===== src/rtl/spi_drv_pkg.sv =====
package spi_drv_pkg;
  localparam int NUM_SW  = 12;
  localparam int FRAME_W = NUM_SW + 4;
  localparam int CNT_W   = $clog2(FRAME_W + 2);
  localparam int IDX_W   = $clog2(FRAME_W);

  typedef struct packed {
    logic              ovlo;
    logic              ulsd;
    logic              ocsd;
    logic [NUM_SW-1:0] sw;
    logic              clr;
  } ctrl_word_t;

  typedef struct packed {
    logic              supply_fail;
    logic              underload;
    logic              overload;
    logic [NUM_SW-1:0] sw_flt;
    logic              temp_warn;
  } stat_word_t;
endpackage


===== src/rtl/spi_sync.sv =====
module spi_sync #(
  parameter int           W       = 3,
  parameter int           STAGES  = 2,
  parameter logic [W-1:0] RST_VAL = '0
) (
  input  logic         clk_i,
  input  logic         rst_ni,
  input  logic [W-1:0] d_i,
  output logic [W-1:0] q_o
);
  logic [W-1:0] stg [STAGES];

  for (genvar s = 0; s < STAGES; s++) begin : g_stg
    if (s == 0) begin : g_first
      always_ff @(posedge clk_i or negedge rst_ni)
        if (!rst_ni) stg[s] <= RST_VAL;
        else         stg[s] <= d_i;
    end else begin : g_next
      always_ff @(posedge clk_i or negedge rst_ni)
        if (!rst_ni) stg[s] <= RST_VAL;
        else         stg[s] <= stg[s-1];
    end
  end

  assign q_o = stg[STAGES-1];
endmodule


===== src/rtl/spi_frame.sv =====
module spi_frame
  import spi_drv_pkg::*;
(
  input  logic               clk_i,
  input  logic               rst_ni,
  input  logic               clr_i,
  input  logic               sclk_s_i,
  input  logic               sdi_s_i,
  input  logic               csn_s_i,
  input  logic [FRAME_W-1:0] status_i,
  output logic               sdo_o,
  output logic               sdo_en_o,
  output logic               commit_o,
  output logic [FRAME_W-1:0] rx_word_o
);
  localparam logic [CNT_W-1:0] CNT_FULL = CNT_W'(FRAME_W);
  localparam logic [CNT_W-1:0] CNT_MAX  = CNT_W'(FRAME_W + 1);

  logic               sclk_d, csn_d, active;
  logic [CNT_W-1:0]   rx_cnt;
  logic [IDX_W-1:0]   out_idx;
  logic [FRAME_W-1:0] rx_sh, snap;
  logic               sclk_rise, sclk_fall, csn_fall, csn_rise;

  assign sclk_rise = sclk_s_i & ~sclk_d;
  assign sclk_fall = ~sclk_s_i & sclk_d;
  assign csn_fall  = ~csn_s_i & csn_d;
  assign csn_rise  = csn_s_i & ~csn_d;

  always_ff @(posedge clk_i or negedge rst_ni) begin
    if (!rst_ni) begin
      sclk_d   <= 1'b0;
      csn_d    <= 1'b1;
      active   <= 1'b0;
      rx_cnt   <= '0;
      out_idx  <= '0;
      rx_sh    <= '0;
      snap     <= '0;
      commit_o <= 1'b0;
    end else begin
      sclk_d   <= sclk_s_i;
      csn_d    <= csn_s_i;
      commit_o <= 1'b0;
      if (clr_i) begin
        active <= 1'b0;
        rx_cnt <= '0;
        rx_sh  <= '0;
      end else if (csn_fall) begin
        active  <= 1'b1;
        snap    <= status_i;
        rx_cnt  <= '0;
        out_idx <= '0;
      end else if (csn_rise) begin
        active <= 1'b0;
        if (active && rx_cnt == CNT_FULL) commit_o <= 1'b1;
      end else if (active) begin
        if (sclk_fall) begin
          rx_sh <= {sdi_s_i, rx_sh[FRAME_W-1:1]};
          if (rx_cnt != CNT_MAX) rx_cnt <= rx_cnt + 1'b1;
        end
        if (sclk_rise)
          out_idx <= (rx_cnt >= CNT_FULL) ? IDX_W'(FRAME_W - 1) : rx_cnt[IDX_W-1:0];
      end
    end
  end

  assign sdo_en_o  = active;
  assign sdo_o     = active ? snap[out_idx] : 1'b0;
  assign rx_word_o = rx_sh;

  p_hiz_idle_r7: assert property (@(posedge clk_i) disable iff (!rst_ni)
    (csn_s_i && csn_d) |-> !sdo_en_o);
  p_commit_len_r4: assert property (@(posedge clk_i) disable iff (!rst_ni)
    commit_o |-> $past(rx_cnt) == CNT_FULL);
  p_first_bit_r5: assert property (@(posedge clk_i) disable iff (!rst_ni)
    (csn_fall && !clr_i) |=> (sdo_en_o && sdo_o == $past(status_i[0])));
endmodule


===== src/rtl/spi_ctrl_reg.sv =====
module spi_ctrl_reg
  import spi_drv_pkg::*;
(
  input  logic       clk_i,
  input  logic       rst_ni,
  input  logic       clr_i,
  input  logic       commit_i,
  input  ctrl_word_t word_i,
  output ctrl_word_t ctrl_o
);
  always_ff @(posedge clk_i or negedge rst_ni) begin
    if (!rst_ni)       ctrl_o <= '0;
    else if (clr_i)    ctrl_o <= '0;
    else if (commit_i) ctrl_o <= word_i;
  end

  p_hold_r3: assert property (@(posedge clk_i) disable iff (!rst_ni)
    (!commit_i && !clr_i) |=> ctrl_o == $past(ctrl_o));
  p_inhibit_clear_r10: assert property (@(posedge clk_i) disable iff (!rst_ni)
    clr_i |=> ctrl_o == '0);
endmodule


===== src/rtl/spi_flag_latch.sv =====
module spi_flag_latch
  import spi_drv_pkg::*;
(
  input  logic               clk_i,
  input  logic               rst_ni,
  input  logic               clr_i,
  input  logic               wipe_i,
  input  logic [FRAME_W-1:0] flags_i,
  output logic [FRAME_W-1:0] held_o
);
  always_ff @(posedge clk_i or negedge rst_ni) begin
    if (!rst_ni)              held_o <= '0;
    else if (clr_i || wipe_i) held_o <= '0;
    else                      held_o <= held_o | flags_i;
  end

  p_sticky_r8: assert property (@(posedge clk_i) disable iff (!rst_ni)
    (!wipe_i && !clr_i) |=> ((held_o & $past(held_o)) == $past(held_o)));
  p_wipe_r9: assert property (@(posedge clk_i) disable iff (!rst_ni)
    wipe_i |=> held_o == '0);
endmodule


===== src/rtl/spi_drv_ctrl.sv =====
module spi_drv_ctrl
  import spi_drv_pkg::*;
(
  input  logic              clk_i,
  input  logic              rst_ni,
  input  logic              inhibit_ni,
  input  logic              sclk_i,
  input  logic              sdi_i,
  input  logic              csn_i,
  output logic              sdo_o,
  output logic              sdo_en_o,
  input  logic              temp_warn_i,
  input  logic [NUM_SW-1:0] sw_fault_i,
  input  logic              overload_i,
  input  logic              underload_i,
  input  logic              supply_fail_i,
  output logic [NUM_SW-1:0] sw_en_o,
  output logic              ocsd_en_o,
  output logic              ulsd_en_o,
  output logic              ovlo_en_o
);
  logic               sclk_s, sdi_s, csn_s, clr, commit;
  logic [FRAME_W-1:0] rx_word, held, status;
  stat_word_t         live;
  ctrl_word_t         ctrl;

  assign clr = ~inhibit_ni;

  spi_sync #(.W(3), .STAGES(2), .RST_VAL(3'b100)) u_sync (
    .clk_i (clk_i),
    .rst_ni(rst_ni),
    .d_i   ({csn_i, sdi_i, sclk_i}),
    .q_o   ({csn_s, sdi_s, sclk_s})
  );

  assign live = '{supply_fail: supply_fail_i, underload: underload_i,
                  overload: overload_i, sw_flt: sw_fault_i, temp_warn: temp_warn_i};

  spi_flag_latch u_flags (
    .clk_i  (clk_i),
    .rst_ni (rst_ni),
    .clr_i  (clr),
    .wipe_i (commit & rx_word[0]),
    .flags_i(live),
    .held_o (held)
  );

  assign status = held | live;

  spi_frame u_frame (
    .clk_i    (clk_i),
    .rst_ni   (rst_ni),
    .clr_i    (clr),
    .sclk_s_i (sclk_s),
    .sdi_s_i  (sdi_s),
    .csn_s_i  (csn_s),
    .status_i (status),
    .sdo_o    (sdo_o),
    .sdo_en_o (sdo_en_o),
    .commit_o (commit),
    .rx_word_o(rx_word)
  );

  spi_ctrl_reg u_ctrl (
    .clk_i   (clk_i),
    .rst_ni  (rst_ni),
    .clr_i   (clr),
    .commit_i(commit),
    .word_i  (ctrl_word_t'(rx_word)),
    .ctrl_o  (ctrl)
  );

  assign sw_en_o   = ctrl.sw & {NUM_SW{inhibit_ni}};
  assign ocsd_en_o = ctrl.ocsd & inhibit_ni;
  assign ulsd_en_o = ctrl.ulsd & inhibit_ni;
  assign ovlo_en_o = ctrl.ovlo & inhibit_ni;

  p_uv_keeps_ctrl_r11: assert property (@(posedge clk_i) disable iff (!rst_ni)
    (supply_fail_i && !commit && inhibit_ni) |=> ctrl == $past(ctrl));
endmodule


===== config.mk =====
export PLATFORM = sky130hd
export DESIGN_NAME = spi_drv_ctrl
export DESIGN_NICKNAME = d
export VERILOG_FILES = /design/src/rtl/spi_drv_pkg.sv /design/src/rtl/spi_sync.sv /design/src/rtl/spi_frame.sv /design/src/rtl/spi_ctrl_reg.sv /design/src/rtl/spi_flag_latch.sv /design/src/rtl/spi_drv_ctrl.sv
export SDC_FILE = /design/constraint.sdc
export NUM_CORES = 1
export LEC_CHECK = 0
export ABC_CLOCK_PERIOD_IN_PS = 1950
export CAP_MARGIN = 15
export CORE_MARGIN = 2
export CORE_UTILIZATION = 45
export CTS_BUF_LIST = sky130_fd_sc_hd__clkbuf_8
export DETAILED_ROUTE_END_ITERATION = 8
export GPL_ROUTABILITY_DRIVEN = 0
export PLACE_DENSITY = 0.66
export SLEW_MARGIN = 20
export SYNTH_ARGS = -nofsm -noshare
export SYNTH_HDL_FRONTEND = slang
export SYNTH_SLANG_ARGS = --single-unit

===== constraint.sdc =====
create_clock -name clk_i -period 1.95 [get_ports clk_i]
set_input_delay 0.39 -clock clk_i [delete_from_list [all_inputs] [get_ports clk_i]]
set_output_delay 0.39 -clock clk_i [all_outputs]
set_load 0.05 [all_outputs]

==> run summary, run 1 <==
Routed Antenna Nets: 0
Period utilisation layout: 1.11
Final WL: 5660 um
Dpl hpwl: 3900 um
Clock root cell: clkbuf_8
Hold-critical path depth: 0
Slew @ Worst Pin: 312 ps
Clk slew on worst S/H paths: 80 ps
Initial antenna violation count: 0
Global-route wire length before repair: 9900 um
Detailed-route wire length per cell: 12.4 um
Most common cell after layout, fill and taps aside: dfrtp_1
Pleak: 1.85 nW
Simple-Gate Fraction of Synth Area: 0.202
Worst reg2reg endpoint: u_frame.rx_word_o[2]
Synth Area in Adders: 0.0165
Final hold vios: 0
Largest net degree at the start of global routing: 46
Cell Area, Synth: 0.00348 sq mm
Initial Utilization: 0.458
Kind of critical path: flip-flop to primary output
Maximum vdd drop: 0.000572 V
Max_slew headroom: 0.792
Max-Cap Viols: 0
Synth cell types: 32
Die Ht: 92.0 um
Xor/xnor cell area share of the yosys netlist: 0.0101
Critical path fanouts, max: 4
Placed cell count: 439
Startpoint types: flip-flop
Largest family of logic cells by synthesized area: simple AND/OR/NAND/NOR gates
Antenna diodes: 0
Critical path, cell by cell: mux4_2 -> o211ai_1 -> o22ai_2 -> buf_6
Util after Layout: 0.578
FP Rows: 32
Fin area: 0.00440 sq mm
Type of the worst min-delay path: flip-flop to flip-flop
IO buf count: 38
Max-slew violations: 0
Final Worst Setup Slack: -219 ps
Detailed-route via count: 2195
Final routed DRC violation total: 0
Num Clock Sinks: 82
Filler Cell Count: 673
Multiplexer share of the synthesized area: 0.116
Reg2reg start: u_frame.sdo_en_o
Core Region: 0.00761 sq mm
Tmin final: 2170 ps
DRT iter0 DRCs: 97
Layout Cells excl Fill: 456
Sequential fraction of the synthesis area: 0.590
Post-Synthesis Cells: 303
Synth Area in Compound Gates: 0.0392
Maximum clock path buffer count: 2
Failing checks: setup timing
Fmax achieved: 461 MHz
Final Setup Violations: 1
Via count of the first global-routing pass: 2233
Critical path origin: u_frame.out_idx[0]
Data required, critical path: 1560 ps
R2R cell count: 5
Nets@finish: 374
Layout cells sized above 1: 0.158
DR pass1 iterations: 4
Tot Pwr: 3.36 mW
Setup slack, reg-to-reg: 370 ps
Htree depth: 3
Die ar.: 0.00846 sq mm
Via density: 4.81
Power per Cell Area: 763 mW/mm^2
CTS tree: done
Critical Path End Type: primary output
Yosys warnings: 0
Die W: 92.0 um
DP Area: 0.00417 sq mm
Gr ovfl total: 0
Mean post-synth cell area: 11.5 sq um
Yosys reg bits: 82
CP max stage cell: mux4_2
Skew final: 10.0 ps
Commonest non-fill, non-tap cells in the layout: 78 x dfrtp_1, 42 x nor2_1, 36 x mux2i_1
RSZ-0062 raised after global routing: true
Min-Delay Startpoint: u_sync.stg[4]
Mapped Nets: 328
Hold endpoint: u_sync.q_o[1]
Clock latency on the worst-skew pair: 340 ps
WP data arrival: 1780 ps
Total CTS buffers: 9
Num ports: 39
Overall Global Routing Usage: 0.148
Outcome: finished with violations
Critical Path Max Stage Delay: 500 ps
Area Growth Syn to Fin: 26.3%
final cells by class:
type                            count  area (sq um)  area share
Inverter                            3          11.3     0.00256
Multi-Input combinational cell    204          1340       0.305
Timing Repair Buffer               49           649       0.148
Sequential cell                    82          2060       0.468
Clock buffer                       11           151      0.0344
Tap cell                          102           128      0.0290
Clock inverter                      5          60.1      0.0137
per-stage QoR:
stage / setup TNS, ps / setup slack, ps / hold WS, ps
6_report: -219 / -219 / 347
5_1_grt: -291 / -291 / 350
4_1_cts: -254 / -254 / 348
3_5_place_dp: 0 / 67.3 / 302
3_3_place_gp: 0 / 66.9 / 303
2_1_floorplan: 0 / 117 / 94.4
per-layer routing:
layer	vias to the layer above	routed length, um	GRT usage
met1	1063	2750	0.195
met4	0	78	0.0460
met5	-	0	0
li1	1090	-	-
met3	7	199	0.0460
met2	35	2630	0.238
worst max path at each step:
| stage | endpoint | slack (ps) | cells past startpoint |
|---|---|---|---|
| finish | sdo_o | -220 | 4 |
| global route | sdo_o | -290 | 4 |
| CTS | sdo_o | -250 | 4 |
| detailed placement | sdo_o | 70 | 4 |
| global placement | sdo_o | 70 | 4 |
| floorplan | sdo_o | 120 | 2 |
Yosys cell counts:
library cell | number | share of area
dfrtp_1 | 79 | 0.57
nor2_1 | 42 | 0.045
mux2i_1 | 36 | 0.10
nor2b_1 | 34 | 0.061
nand2_1 | 23 | 0.025
and2_1 | 18 | 0.032
o21ai_0 | 16 | 0.023
clkbuf_1 | 9 | 0.0097
o2bb2ai_1 | 4 | 0.010
buf_2 | 3 | 0.0043
dfstp_2 | 3 | 0.023
ha_1 | 3 | 0.011
inv_1 | 3 | 0.0032
nand3_1 | 3 | 0.0043
nand4_1 | 3 | 0.0054
xor2_1 | 3 | 0.0075
and3_2 | 2 | 0.0043
maj3_1 | 2 | 0.0057
mux4_2 | 2 | 0.013
nand2b_1 | 2 | 0.0036
o211ai_1 | 2 | 0.0043
and3b_2 | 1 | 0.0029
and3b_4 | 1 | 0.0036
and4_1 | 1 | 0.0025
buf_12 | 1 | 0.0057
buf_6 | 1 | 0.0032
nand4bb_1 | 1 | 0.0032
nor3b_2 | 1 | 0.0036
nor4b_1 | 1 | 0.0025
o22ai_1 | 1 | 0.0018
or2b_1 | 1 | 0.0022
xnor2_1 | 1 | 0.0025
registers in the layout, indices dropped and copies added (netlist names):
register and count:
u_sync.q_o 3, u_frame.rx_word_o 16, u_ctrl.ctrl_o 15, u_frame.sdo_en_o 1
u_frame.out_idx 4, u_frame.sclk_d 1, u_frame.csn_d 1, u_flags.held_o 16
u_frame.snap 16, u_sync.stg 3, u_frame.commit_o 1, u_frame.rx_cnt 5
cell families (layout without fill, tap and decap cells):
| kind of cell | count (synthesis) | count (layout) |
|---|---|---|
| and+or+nand+nor | 134 | 134 |
| DFF | 82 | 82 |
| xor gates and xnor gates | 4 | 4 |
| adders and majority gates | 5 | 5 |
| buffers and inverters | 17 | 68 |
| muxes | 38 | 38 |
| AOI/OAI and AO/OA | 23 | 23 |
power by group:
part	internal, mW	total [mW]	switching [mW]
combinational	0.125	0.261	0.135
clock	0.666	1.26	0.596
sequential	1.79	1.83	0.0434
total	2.58	3.36	0.775
timing repair:
action                                 4_1_cts  5_1_grt
hold buffers                                 1        0
setup endpoints to repair                    1        1
buffers inserted                             0        0
pin swaps                                    1        0
resized for setup                            2        0
endpoints found under the hold margin       18        0
critical path: cells and delay by family, from the launching register on:
family          cells  cell delay (ps)
compound gates      2              340
buf+inv             1              170
flops               1              420
mux                 1              500
Note: power is estimated with default switching activity, not from simulation.
==> run 2, diff against run 1 <==
--- a/config.mk
+++ b/config.mk
@@ -5,15 +5,14 @@
 export SDC_FILE = /design/constraint.sdc
 export NUM_CORES = 1
 export LEC_CHECK = 0
+export ABC_AREA = 0
 export ABC_CLOCK_PERIOD_IN_PS = 1950
-export CAP_MARGIN = 15
 export CORE_MARGIN = 2
 export CORE_UTILIZATION = 45
 export CTS_BUF_LIST = sky130_fd_sc_hd__clkbuf_8
 export DETAILED_ROUTE_END_ITERATION = 8
 export GPL_ROUTABILITY_DRIVEN = 0
 export PLACE_DENSITY = 0.66
-export SLEW_MARGIN = 20
 export SYNTH_ARGS = -nofsm -noshare
 export SYNTH_HDL_FRONTEND = slang
 export SYNTH_SLANG_ARGS = --single-unit
==> results of run 2 <==
Same layout as run 1: the final DEF is identical, and so are final timing and power.
==> run 3, diff against run 2 <==
--- a/config.mk
+++ b/config.mk
@@ -7,12 +7,13 @@
 export LEC_CHECK = 0
 export ABC_AREA = 0
 export ABC_CLOCK_PERIOD_IN_PS = 1950
-export CORE_MARGIN = 2
+export CORE_MARGIN = 3
 export CORE_UTILIZATION = 45
 export CTS_BUF_LIST = sky130_fd_sc_hd__clkbuf_8
 export DETAILED_ROUTE_END_ITERATION = 8
 export GPL_ROUTABILITY_DRIVEN = 0
 export PLACE_DENSITY = 0.66
+export SETUP_SLACK_MARGIN = 0.3
 export SYNTH_ARGS = -nofsm -noshare
 export SYNTH_HDL_FRONTEND = slang
 export SYNTH_SLANG_ARGS = --single-unit
==> run 3 against run 2 <==
Net effect:
- the flow still finishes with violations (setup timing)
- worst setup slack worse by 6.4 ps
- sequential power about the same
- die area is 4.4% higher
- critical path type unchanged
- critical endpoint unchanged
- highest routed layer unchanged
==> run summary, run 3 (same netlist as run 1, synthesis figures left out) <==
Routed wl met2: 3250 um (+24%)
Met1 WL: 2850 um (+3.6%)
Slew @ Worst Pin: 590 ps (+279 ps)
Layout Cells excl Fill: 455 (-0.22%)
Overall Global Routing Usage: 0.162 (+0.0131)
Initial Utilization: 0.473 (+0.0148)
Met3 WL post-DR: 212 um (+6.5%)
Detailed-route via count: 2252 (+2.6%)
Antenna diodes: 0 (unchanged)
Most common cell after layout, fill and taps aside: dfrtp_1
Tmin final: 2180 ps (+6.40 ps)
Area Growth Syn to Fin: 27.6%
WP data arrival: 1790 ps (about the same)
Max-Cap Viols: 0 (unchanged)
Startpoint types: flip-flop
Data required, critical path: 1560 ps (about the same)
Largest net degree at the start of global routing: 40 (-13%)
Final Worst Setup Slack: -226 ps (-6.40 ps)
DR pass1 iterations: 4 (unchanged)
Htree depth: 3 (unchanged)
Critical Path End Type: primary output
Num Clock Sinks: 82 (unchanged)
Top Layer Used: met4
Clk slew on worst S/H paths: 80 ps (about the same)
Final WL: 6430 um (+14%)
Type of the worst min-delay path: flip-flop to flip-flop
Maximum clock path buffer count: 2 (unchanged)
Gr ovfl total: 0 (unchanged)
RSZ-0062 raised after global routing: true
Outcome: finished with violations
CTS tree: done
Pleak: 1.88 nW (+1.5%)
Power per Cell Area: 728 mW/mm^2 (-4.6%)
Critical path fanouts, max: 3 (-1)
Initial antenna violation count: 0 (unchanged)
Via count of the first global-routing pass: 2275 (+1.9%)
Die W: 94.0 um (+2.2%)
Kind of critical path: flip-flop to primary output
Dpl hpwl: 4200 um (+7.7%)
Setup TNS: -226 ps (-6.40 ps)
Nets@finish: 376 (+0.53%)
Num ports: 39 (unchanged)
Final routed DRC violation total: 0 (unchanged)
Period utilisation layout: 1.12 (+0.00328)
Detailed-route wire length per cell: 14.1 um (+14%)
Util after Layout: 0.603 (+0.0248)
Max_slew headroom: 0.605 (-0.187)
Die Ht: 94.0 um (+2.2%)
Layout cells sized above 1: 0.166 (+0.00754)
Clock root cell: clkbuf_8
IO buf count: 38 (unchanged)
Pre-CTS WS: 48.2 ps (-19.1 ps)
Via density: 4.95 (+2.8%)
Core Region: 0.00737 sq mm (-3.1%)
Failing checks: setup timing
Global-route wire length before repair: 10900 um (+10%)
Total CTS buffers: 9 (unchanged)
Fmax achieved: 460 MHz (-0.29%)
Commonest non-fill, non-tap cells in the layout: 77 x dfrtp_1, 42 x nor2_1, 35 x mux2i_1
Placed cell count: 434 (-1.1%)
Die ar.: 0.00883 sq mm (+4.4%)
Clock latency on the worst-skew pair: 350 ps (about the same)
DRT iter0 DRCs: 64 (-34%)
FP Rows: 31 (-3.1%)
Final hold vios: 0 (unchanged)
Maximum vdd drop: 0.000460 V (-20%)
Routed Antenna Nets: 0 (unchanged)
Max-slew violations: 0 (unchanged)
Final Setup Violations: 1 (unchanged)
Skew final: 13.0 ps (+2.93 ps)
## run 3: path summary, 6_finish.rpt
kind | start | to | slack, ps | cells past startpoint
min in group asynchronous | rst_ni | u_ctrl.ctrl_o[2] | 520 | 2
worst min-delay path | u_sync.stg[4] | u_sync.q_o[1] | 350 | 0
worst max-delay path | u_frame.out_idx[0] | sdo_o | -230 | 4
max in group asynchronous | rst_ni | u_sync.q_o[2] | 810 | 3
worst max register to register | u_sync.q_o[0] | u_frame.rx_word_o[1] | 350 | 5
worst min register to register | u_sync.stg[4] | u_sync.q_o[1] | 350 | 0
## run 3: critical path, cell delays in order (launching register included)
cell      delay, ps
dfrtp_2         400
mux4_2          500
o211ai_1        270
o22ai_4         100
buf_6           160
## run 3: cell type report
cell class,instances,area (sq um)
Fill cell,636,2930
Clock buffer,11,151
Inverter,3,11.3
Timing Repair Buffer,51,707
Sequential cell,82,2060
Clock inverter,5,30.0
Multi-Input combinational cell,204,1360
Tap cell,99,124
## run 3: what timing repair did
action,CTS,global route
gates resized for setup,3,4
hold buffers,1,0
endpoints found under the setup margin,16,19
gates cloned,1,1
pin swaps,1,1
buffers inserted,1,1
hold endpoints to repair,29,0
## run 3: through the flow
stage               hold slack (ps)  cell area [sq um]  power [mW]
floorplan                      94.4               3500        2.00
global placement                334               4160        2.13
detailed placement              337               4160        2.14
CTS                             353               4400        3.27
global route                    358               4440        3.38
finish                          351               4440        3.24
## run 3: report_power, final
part | switching [mW] | internal, mW | total [mW]
registers | 0.0482 | 1.79 | 1.84
logic | 0.142 | 0.134 | 0.276
clock network | 0.593 | 0.528 | 1.12
total | 0.783 | 2.45 | 3.24
## run 3: routing by layer
metal  GRT usage  vias up
met5           0        -
met4      0.0722        0
met1       0.204     1109
li1            -     1101
met2       0.260       34
met3      0.0449        8
